**config.mk**
```make
export PLATFORM = sky130hd
export DESIGN_NAME = uart_rx_queue
export DESIGN_NICKNAME = d
export VERILOG_FILES = /design/src/rtl/rxq_pkg.sv /design/src/rtl/rxq_store.sv /design/src/rtl/rxq_idle_timer.sv /design/src/rtl/rxq_sticky.sv /design/src/rtl/uart_rx_queue.sv
export SDC_FILE = /design/constraint.sdc
export NUM_CORES = 1
export LEC_CHECK = 0
export BUFFER_PORTS_ARGS = -buffer_cell sky130_fd_sc_hd__buf_2
export CORE_ASPECT_RATIO = 1.25
export CORE_MARGIN = 1
export CORE_UTILIZATION = 35
export DETAILED_ROUTE_END_ITERATION = 16
export GPL_TIMING_DRIVEN = 1
export SLEW_MARGIN = 20
export SYNTH_ARGS = -nofsm -noshare
export SYNTH_HDL_FRONTEND = slang
export SYNTH_HIERARCHICAL = 1
export SYNTH_SLANG_ARGS = --single-unit
```
**constraint.sdc**
```tcl
create_clock -name clk -period 3.9 [get_ports clk]
set_input_delay 0.975 -clock clk [delete_from_list [all_inputs] [get_ports clk]]
set_output_delay 0.975 -clock clk [all_outputs]
set_load 0.02 [all_outputs]
```
**src/rtl/rxq_pkg.sv**
```systemverilog
package rxq_pkg;

  // Sticky status bit positions.
  localparam int ERR_PAR = 0;
  localparam int ERR_FRM = 1;
  localparam int ERR_BRK = 2;
  localparam int ERR_OVF = 3;
  localparam int ERR_N   = 4;

  // Fill trigger code to character count; codes past the last listed one saturate.
  function automatic logic [5:0] trig_bytes(input logic [3:0] code);
    logic [5:0] n;
    case (code)
      4'd0:    n = 6'd1;
      4'd1:    n = 6'd4;
      4'd2:    n = 6'd8;
      4'd3:    n = 6'd14;
      default: n = 6'd30;
    endcase
    return n;
  endfunction

endpackage

```
**src/rtl/rxq_store.sv**
```systemverilog
module rxq_store #(
  parameter int DEPTH = 32,
  parameter int WIDTH = 11,
  parameter int LVL_W = 6
) (
  input  logic             clk,
  input  logic             rst_n,
  input  logic             flush,
  input  logic             push,
  input  logic             pop,
  input  logic [WIDTH-1:0] wdata,
  output logic [WIDTH-1:0] rdata,
  output logic [LVL_W-1:0] level,
  output logic             empty,
  output logic             full,
  output logic             push_ok,
  output logic             pop_ok,
  output logic             drop
);
  localparam int AW = (DEPTH > 1) ? $clog2(DEPTH) : 1;

  logic [WIDTH-1:0] mem [DEPTH];
  logic [AW-1:0]    wr_ptr;
  logic [AW-1:0]    rd_ptr;
  logic [LVL_W-1:0] level_q;

  function automatic logic [AW-1:0] bump(input logic [AW-1:0] p);
    return (32'(p) == DEPTH - 1) ? '0 : p + 1'b1;
  endfunction

  assign empty   = (level_q == '0);
  assign full    = (32'(level_q) == DEPTH);
  // Fullness is judged before any read of the same cycle.
  assign push_ok = push & ~full & ~flush;
  assign drop    = push &  full & ~flush;
  assign pop_ok  = pop  & ~empty & ~flush;

  always_ff @(posedge clk) begin
    if (push_ok) mem[wr_ptr] <= wdata;
  end

  always_ff @(posedge clk or negedge rst_n) begin
    if (!rst_n) begin
      wr_ptr  <= '0;
      rd_ptr  <= '0;
      level_q <= '0;
    end else if (flush) begin
      wr_ptr  <= '0;
      rd_ptr  <= '0;
      level_q <= '0;
    end else begin
      if (push_ok) wr_ptr <= bump(wr_ptr);
      if (pop_ok)  rd_ptr <= bump(rd_ptr);
      level_q <= level_q + LVL_W'(push_ok) - LVL_W'(pop_ok);
    end
  end

  assign rdata = mem[rd_ptr];
  assign level = level_q;
endmodule

```
**src/rtl/rxq_idle_timer.sv**
```systemverilog
module rxq_idle_timer #(
  parameter int TW = 8
) (
  input  logic          clk,
  input  logic          rst_n,
  input  logic          tick,
  input  logic          cnt_en,
  input  logic          busy,
  input  logic          restart,
  input  logic          drop_flag,
  input  logic [TW-1:0] limit,
  output logic          flag,
  output logic          hit
);
  logic [TW-1:0] cnt;
  logic [TW:0]   cnt_nx;

  assign cnt_nx = {1'b0, cnt} + (TW+1)'(1);
  // The tick that brings the count to the limit raises the flag.
  assign hit = cnt_en & busy & tick & ~flag & ~restart & (cnt_nx >= {1'b0, limit});

  always_ff @(posedge clk or negedge rst_n) begin
    if (!rst_n) begin
      cnt  <= '0;
      flag <= 1'b0;
    end else begin
      if (restart | ~busy | ~cnt_en) cnt <= '0;
      else if (tick & ~flag)         cnt <= cnt_nx[TW-1:0];

      if (drop_flag) flag <= 1'b0;
      else if (hit)  flag <= 1'b1;
    end
  end
endmodule

```
**src/rtl/rxq_sticky.sv**
```systemverilog
module rxq_sticky #(
  parameter int N = 4
) (
  input  logic         clk,
  input  logic         rst_n,
  input  logic [N-1:0] set_i,
  input  logic [N-1:0] clr_i,
  output logic [N-1:0] flags_o
);
  for (genvar i = 0; i < N; i++) begin : g_bit
    logic r;
    always_ff @(posedge clk or negedge rst_n) begin
      if (!rst_n)        r <= 1'b0;
      else if (set_i[i]) r <= 1'b1;
      else if (clr_i[i]) r <= 1'b0;
    end
    assign flags_o[i] = r;
  end
endmodule

```
**src/rtl/uart_rx_queue.sv**
```systemverilog
module uart_rx_queue
  import rxq_pkg::*;
#(
  parameter int DEPTH  = 32,
  parameter int DATA_W = 8,
  parameter int TOUT_W = 8,
  localparam int LVL_W = $clog2(DEPTH + 1)
) (
  input  logic              clk,
  input  logic              rst_n,
  input  logic              bit_tick,
  input  logic              char_valid,
  input  logic [DATA_W-1:0] char_data,
  input  logic              char_perr,
  input  logic              char_ferr,
  input  logic              char_brk,
  input  logic              rd_en,
  output logic [DATA_W-1:0] rd_data,
  output logic              rd_perr,
  output logic              rd_ferr,
  output logic              rd_brk,
  input  logic              flush,
  input  logic [ERR_N-1:0]  err_clr,
  input  logic [3:0]        cfg_trig_code,
  input  logic              cfg_rda_ie,
  input  logic              cfg_tout_ie,
  input  logic              cfg_tout_cnt_en,
  input  logic [TOUT_W-1:0] cfg_tout_limit,
  output logic              st_empty,
  output logic              st_full,
  output logic [LVL_W-1:0]  st_level,
  output logic [ERR_N-1:0]  st_err,
  output logic              irq_rda,
  output logic              irq_tout
);
  localparam int W  = DATA_W + 3;
  localparam int CW = (LVL_W > 6) ? LVL_W : 6;

  // Internal events, named for the bound checker.
  logic             push_ok;
  logic             pop_ok;
  logic             drop;
  logic             tout_flag;
  logic             tout_hit;
  logic             lvl_hit;
  logic [W-1:0]     wr_word;
  logic [W-1:0]     head_word;
  logic [ERR_N-1:0] err_set;
  logic [CW-1:0]    lvl_x;
  logic [CW-1:0]    trig_x;

  assign wr_word = {char_brk, char_ferr, char_perr, char_data};

  rxq_store #(
    .DEPTH (DEPTH),
    .WIDTH (W),
    .LVL_W (LVL_W)
  ) u_store (
    .clk     (clk),
    .rst_n   (rst_n),
    .flush   (flush),
    .push    (char_valid),
    .pop     (rd_en),
    .wdata   (wr_word),
    .rdata   (head_word),
    .level   (st_level),
    .empty   (st_empty),
    .full    (st_full),
    .push_ok (push_ok),
    .pop_ok  (pop_ok),
    .drop    (drop)
  );

  assign {rd_brk, rd_ferr, rd_perr, rd_data} = head_word;

  rxq_idle_timer #(
    .TW (TOUT_W)
  ) u_timer (
    .clk       (clk),
    .rst_n     (rst_n),
    .tick      (bit_tick),
    .cnt_en    (cfg_tout_cnt_en),
    .busy      (!st_empty),
    .restart   (push_ok | pop_ok | flush),
    .drop_flag (pop_ok | flush | st_empty),
    .limit     (cfg_tout_limit),
    .flag      (tout_flag),
    .hit       (tout_hit)
  );

  always_comb begin
    err_set          = '0;
    err_set[ERR_PAR] = push_ok & char_perr;
    err_set[ERR_FRM] = push_ok & char_ferr;
    err_set[ERR_BRK] = push_ok & char_brk;
    err_set[ERR_OVF] = drop;
  end

  rxq_sticky #(
    .N (ERR_N)
  ) u_sticky (
    .clk     (clk),
    .rst_n   (rst_n),
    .set_i   (err_set),
    .clr_i   (err_clr),
    .flags_o (st_err)
  );

  assign lvl_x    = CW'(st_level);
  assign trig_x   = CW'(trig_bytes(cfg_trig_code));
  assign lvl_hit  = (lvl_x >= trig_x);
  assign irq_rda  = cfg_rda_ie & lvl_hit;
  assign irq_tout = cfg_tout_ie & tout_flag;
endmodule

```
Yosys cells after proc, flatten, opt, wreduce, memory -nomap -nowiden. Memories as Yosys holds them, arrays and structs flattened. Index checks and enable logic that the tools add are counted.

Bits in registers: 29. Memory bits (writable): 352. Input bits: 36. Output and inout bits: 25. Logic and storage cells: 85. Memories: 1.

Add/sub/neg operators: 5. Order comparisons: 2. Equality and inequality tests: 6. Mux-type cells: 22. Bitwise logic cells: 29. Reduce and logical (&&, ||, !) cells: 11.

Memory list: u_store.mem (words 32, width 11, read ports 1, clocked after memory_dff 0, write ports 1, RTL line rxq_store.sv:22) `logic [WIDTH-1:0] mem [DEPTH];`.

Operator list (count): two-way mux 5 bit (6); one-hot mux 5 bit (4 select lines) (1); AND 1 bit (17); two-way mux 8 bit (2); nonzero test 2 bit (8); two-way mux 1 bit (12); adder 5 x 1 -> 5 bit (second input constant) (2); == test 5 bit (second input constant) (2); adder 8 x 1 -> 9 bit (second input constant) (1); >= comparator 9 x 8 -> 1 bit (1); == test 4 x 2 -> 1 bit (second input constant) (2); adder 6 x 1 -> 6 bit (1); == test 6 bit (second input constant) (1); >= comparator 6 bit (1); zero test 6 bit (1); two-way mux 6 bit (1); NOT 1 bit (6); bitwise OR 1 bit (6); subtractor 6 x 1 -> 6 bit (1); == test 4 x 1 -> 1 bit (second input constant) (1); zero test 4 bit (1); zero test 1 bit (1).

Depth between registers and ports, before layout.
Depth after elaboration: 11. Mapped depth: 14. Mapped depth without buffers: 13.

By module. Netlist, hierarchy kept.

Modules (own cells, without submodules): rxq_store (times used 1, cells an instance 803, area an instance 14747.9 µm², sequential area each 10970.5 µm²); rxq_idle_timer (times used 1, cells an instance 87, area an instance 735.7 µm², sequential area each 225.2 µm²); uart_rx_queue (times used 1, cells an instance 25, area an instance 186.4 µm², sequential area each 0.0 µm²); rxq_sticky (times used 1, cells an instance 16, area an instance 175.2 µm², sequential area each 100.1 µm²).

Worst setup path after synthesis. Ideal clock, no wire load.

Kind: register to register. Start: register u_store.level_q[4] (netlist: u_store/level[4]). End: register u_store.level_q[4] (netlist: u_store/level[4]). Arrival time: 3.382 ns. Slack: 0.386 ns. Cell stages (with the launch flop): 15. Path buffers: 1. Clock period less this slack: 3.514 ns. Path through: dfrtp_1 -> inv_1 -> ha_1 -> nor4bb_1 -> nand2b_1 -> clkbuf_1 -> nor2_1 -> ha_1 -> inv_1 -> ha_1 -> fa_1 -> a21oi_1 -> o21bai_1 -> xnor2_1 -> nor2_1.

Elaborated cells on any way between the ends: 11. Those cells by class: add/sub: 2; eq/ne: 1; mux: 1; bitwise: 6; reduce/logical: 1.

RTL lines: start: declaration (RTL line rxq_store.sv:25) `logic [LVL_W-1:0] level_q;`; start signal: assignment (RTL line rxq_store.sv:54) `level_q <= level_q + LVL_W'(push_ok) - LVL_W'(pop_ok);`; zero test 6 bit (RTL line rxq_store.sv:31) `assign empty = (level_q == '0);`; net st_empty (RTL line uart_rx_queue.sv:29) `output logic st_empty,`; NOT 1 bit (RTL line rxq_store.sv:36) `assign pop_ok = pop & ~empty & ~flush;`; AND 1 bit (2 in a row) (RTL line rxq_store.sv:36); net pop_ok (RTL line uart_rx_queue.sv:41) `logic pop_ok;`; subtractor 6 x 1 -> 6 bit (RTL line rxq_store.sv:54); two-way mux 6 bit (RTL line rxq_store.sv:47) `end else if (flush) begin`.

The timed path passes the listed nets, and every way through them passes these cells. A chain may end at the register's enable or synchronous reset.

Worst setup path after layout.
Start: register u_store.rd_ptr[0]. End: output port rd_data[3].

Cells in the longest elaborated chain, start to end: 1.

Ends and longest elaborated chain: start: declaration (RTL line rxq_store.sv:24) `logic [AW-1:0] rd_ptr;`; start signal: assignment (RTL line rxq_store.sv:53) `if (pop_ok) rd_ptr <= bump(rd_ptr);`; memory read (32 x 11 bit); end: declaration (RTL line uart_rx_queue.sv:18) `output logic [DATA_W-1:0] rd_data,`.

Every way passes these cells.

==> key figures <==
Run status
  – Status: complete, no violations

Logic synthesis
  – Synthesized area: 15830 um2
  – Mean Syn Cell Area: 17.04 um2
  – Yosys warnings: 6
  – Synth Net Count: 996
  – Cells after Synth: 929

Floorplan
  – Die Y: 239.8 um
  – Io pins: 61
  – Die width: 192.2 um
  – Std cell rows: 86
  – DIE AREA: 46100 um2
  – Initial Util: 0.3571
  – Core box area: 44330 um2

STA
  – Fin crit share: 0.9660
  – Slew HR: 0.4319
  – Least-Margin Pin Slew: 840.7 ps
  – Setup TNS: 0 ps
  – # setup viols final: 0
  – WHS: 476.9 ps
  – Worst setup margin: 132.6 ps
  – RSZ-0062 raised after global routing: no
  – Final Critical Period: 3767 ps
  – Max-slew violations: 0
  – Final hold violation count: 0
  – Fmax: 0.2654 GHz
  – Skew final: 21.54 ps

Clocking
  – Clk buf depth: 3
  – Worst-path clk slew: 60 ps
  – TritonCTS clock tree: built
  – CTS Buf Count: 38
  – Post-CTS Hold Fix Bufs: 0
  – Root buf cell: clkbuf_16
  – Max H-tree Level: 2
  – Clock latency on the worst-skew pair: 540 ps
  – Clk sink count: 381

Route
  – # DRC: 0
  – Avg Vias per Cell: 5.206
  – Wire length per cell: 22.58 um
  – Initial drt markers: 581
  – Total iterations of the first detailed-routing run: 5
  – DRT antenna net count: 0
  – Final WL: 37070 um
  – Vias: 8549

Place
  – Placed Instances: 1566
  – Hpwl dp: 24200 um
  – Number of port buffers: 60
  – Post-place setup slack: 367.1 ps
  – GPL Wtd Cong: 0.8488

Global routing
  – Largest net degree at the start of global routing: 54
  – GRT overflow: 0
  – First-pass GRT wire length: 54810 um
  – GRT Util Overall: 0.1632
  – Vias in the first global route: 8547
  – Initial antenna violation count: 2

Critical path
  – Critical path's largest stage delay: 540 ps
  – Arr. time, crit path: 2790 ps
  – Startpoint types: flip-flop
  – Critical path type: flip-flop to primary output
  – Crit path max fanout: 24
  – Crit-path slowest cell: dfrtp_4
  – Worst EP required: 2920 ps
  – Cells along the critical path: buf_12 -> buf_4 -> and2_1 -> buf_12 -> a22oi_1 -> nand3_1 -> nand3_1 -> buf_2
  – CP Capture Type: primary output

Finish
  – Number of nets in the layout: 1109
  – Share of cells above drive strength 1: 0.2252
  – Most common cell after layout, fill and taps aside: edfxtp_1
  – Synthesis-to-layout area growth: 16.37%
  – ANT cells: 0
  – Most frequent cells in the layout: edfxtp_1, mux2i_1, buf_2
  – Finished Layout Cells: 1642

Power and ir drop
  – Pwr Density: 548.2 nW/um2
  – Leak Pwr: 0.006225 uW
  – IR drop worst, VDD: 317.1 uV

Run
  – Max cap viols: 0

Hold path
  – Hold crit path type: flip-flop to flip-flop
layer usage:
layer	track usage	up-vias	routed length, um
li1	-	3877	-
met1	0.1908	4388	14560
met2	0.2920	207	19410
met3	0.02535	73	1593
met4	0.07277	4	1476
met5	0	-	28
timing repair:
action,CTS,global route
setup endpoints to repair,5,7
buffers inserted,1,7
resized for setup,1,0
state kept, by name, indices dropped and copies added (netlist names):
| name | flops |
|---|---|
| u_sticky/g_bit.r | 4 |
| u_store/level | 6 |
| u_store/mem | 352 |
| u_store/rd_ptr | 5 |
| u_store/wr_ptr | 5 |
| u_timer/cnt | 8 |
| u_timer/flag | 1 |
through the flow:
step,area [um2],utilization,total power [uW]
final,18420,0.4156,10100
after global routing,18420,0.4156,10480
after CTS,18370,0.4144,10180
after detailed placement,17030,0.3840,6327
after global placement,17030,0.3840,6304
after floorplan,15830,-,5829
area by class of cell:
class	instances	area, um2
fill	3983	25910
sequential	381	11300
multi-input combinational	472	4151
clock buffer	45	998.5
timing repair buffer	123	843.3
tap	572	715.7
clock inverter	23	314.1
inverter	26	97.59
power by group:
part | switching (uW) | internal (uW)
sequential | 83.1 | 4530
combinational | 939 | 712
clock | 1530 | 2300
total | 2550 | 7550
worst max-delay path, delay by kind of cell (launching register included):
| family | cells | cell delay (ps) |
|---|---|---|
| compound gates | 1 | 440 |
| buf+inv | 4 | 720 |
| flops | 1 | 540 |
| simple gates | 3 | 560 |
final timing paths:
path	start	slack, ps	depth (start not counted)	end
max	u_store/rd_ptr[0]$_DFFE_PN0P_	130	8	rd_data[3]
min	u_sticky/g_bit[0].r$_DFFE_PN0P_	480	1	u_sticky/g_bit[0].r$_DFFE_PN0P_
max reg2reg	u_store/level[4]$_DFF_PN0_	380	9	u_timer/flag$_DFFE_PN0P_
min reg2reg	u_sticky/g_bit[0].r$_DFFE_PN0P_	480	1	u_sticky/g_bit[0].r$_DFFE_PN0P_
max in group asynchronous	rst_n	2770	1	u_store/rd_ptr[1]$_DFFE_PN0P_
min in group asynchronous	rst_n	520	1	u_sticky/g_bit[2].r$_DFFE_PN0P_
Power figures use the tool's default switching activity.
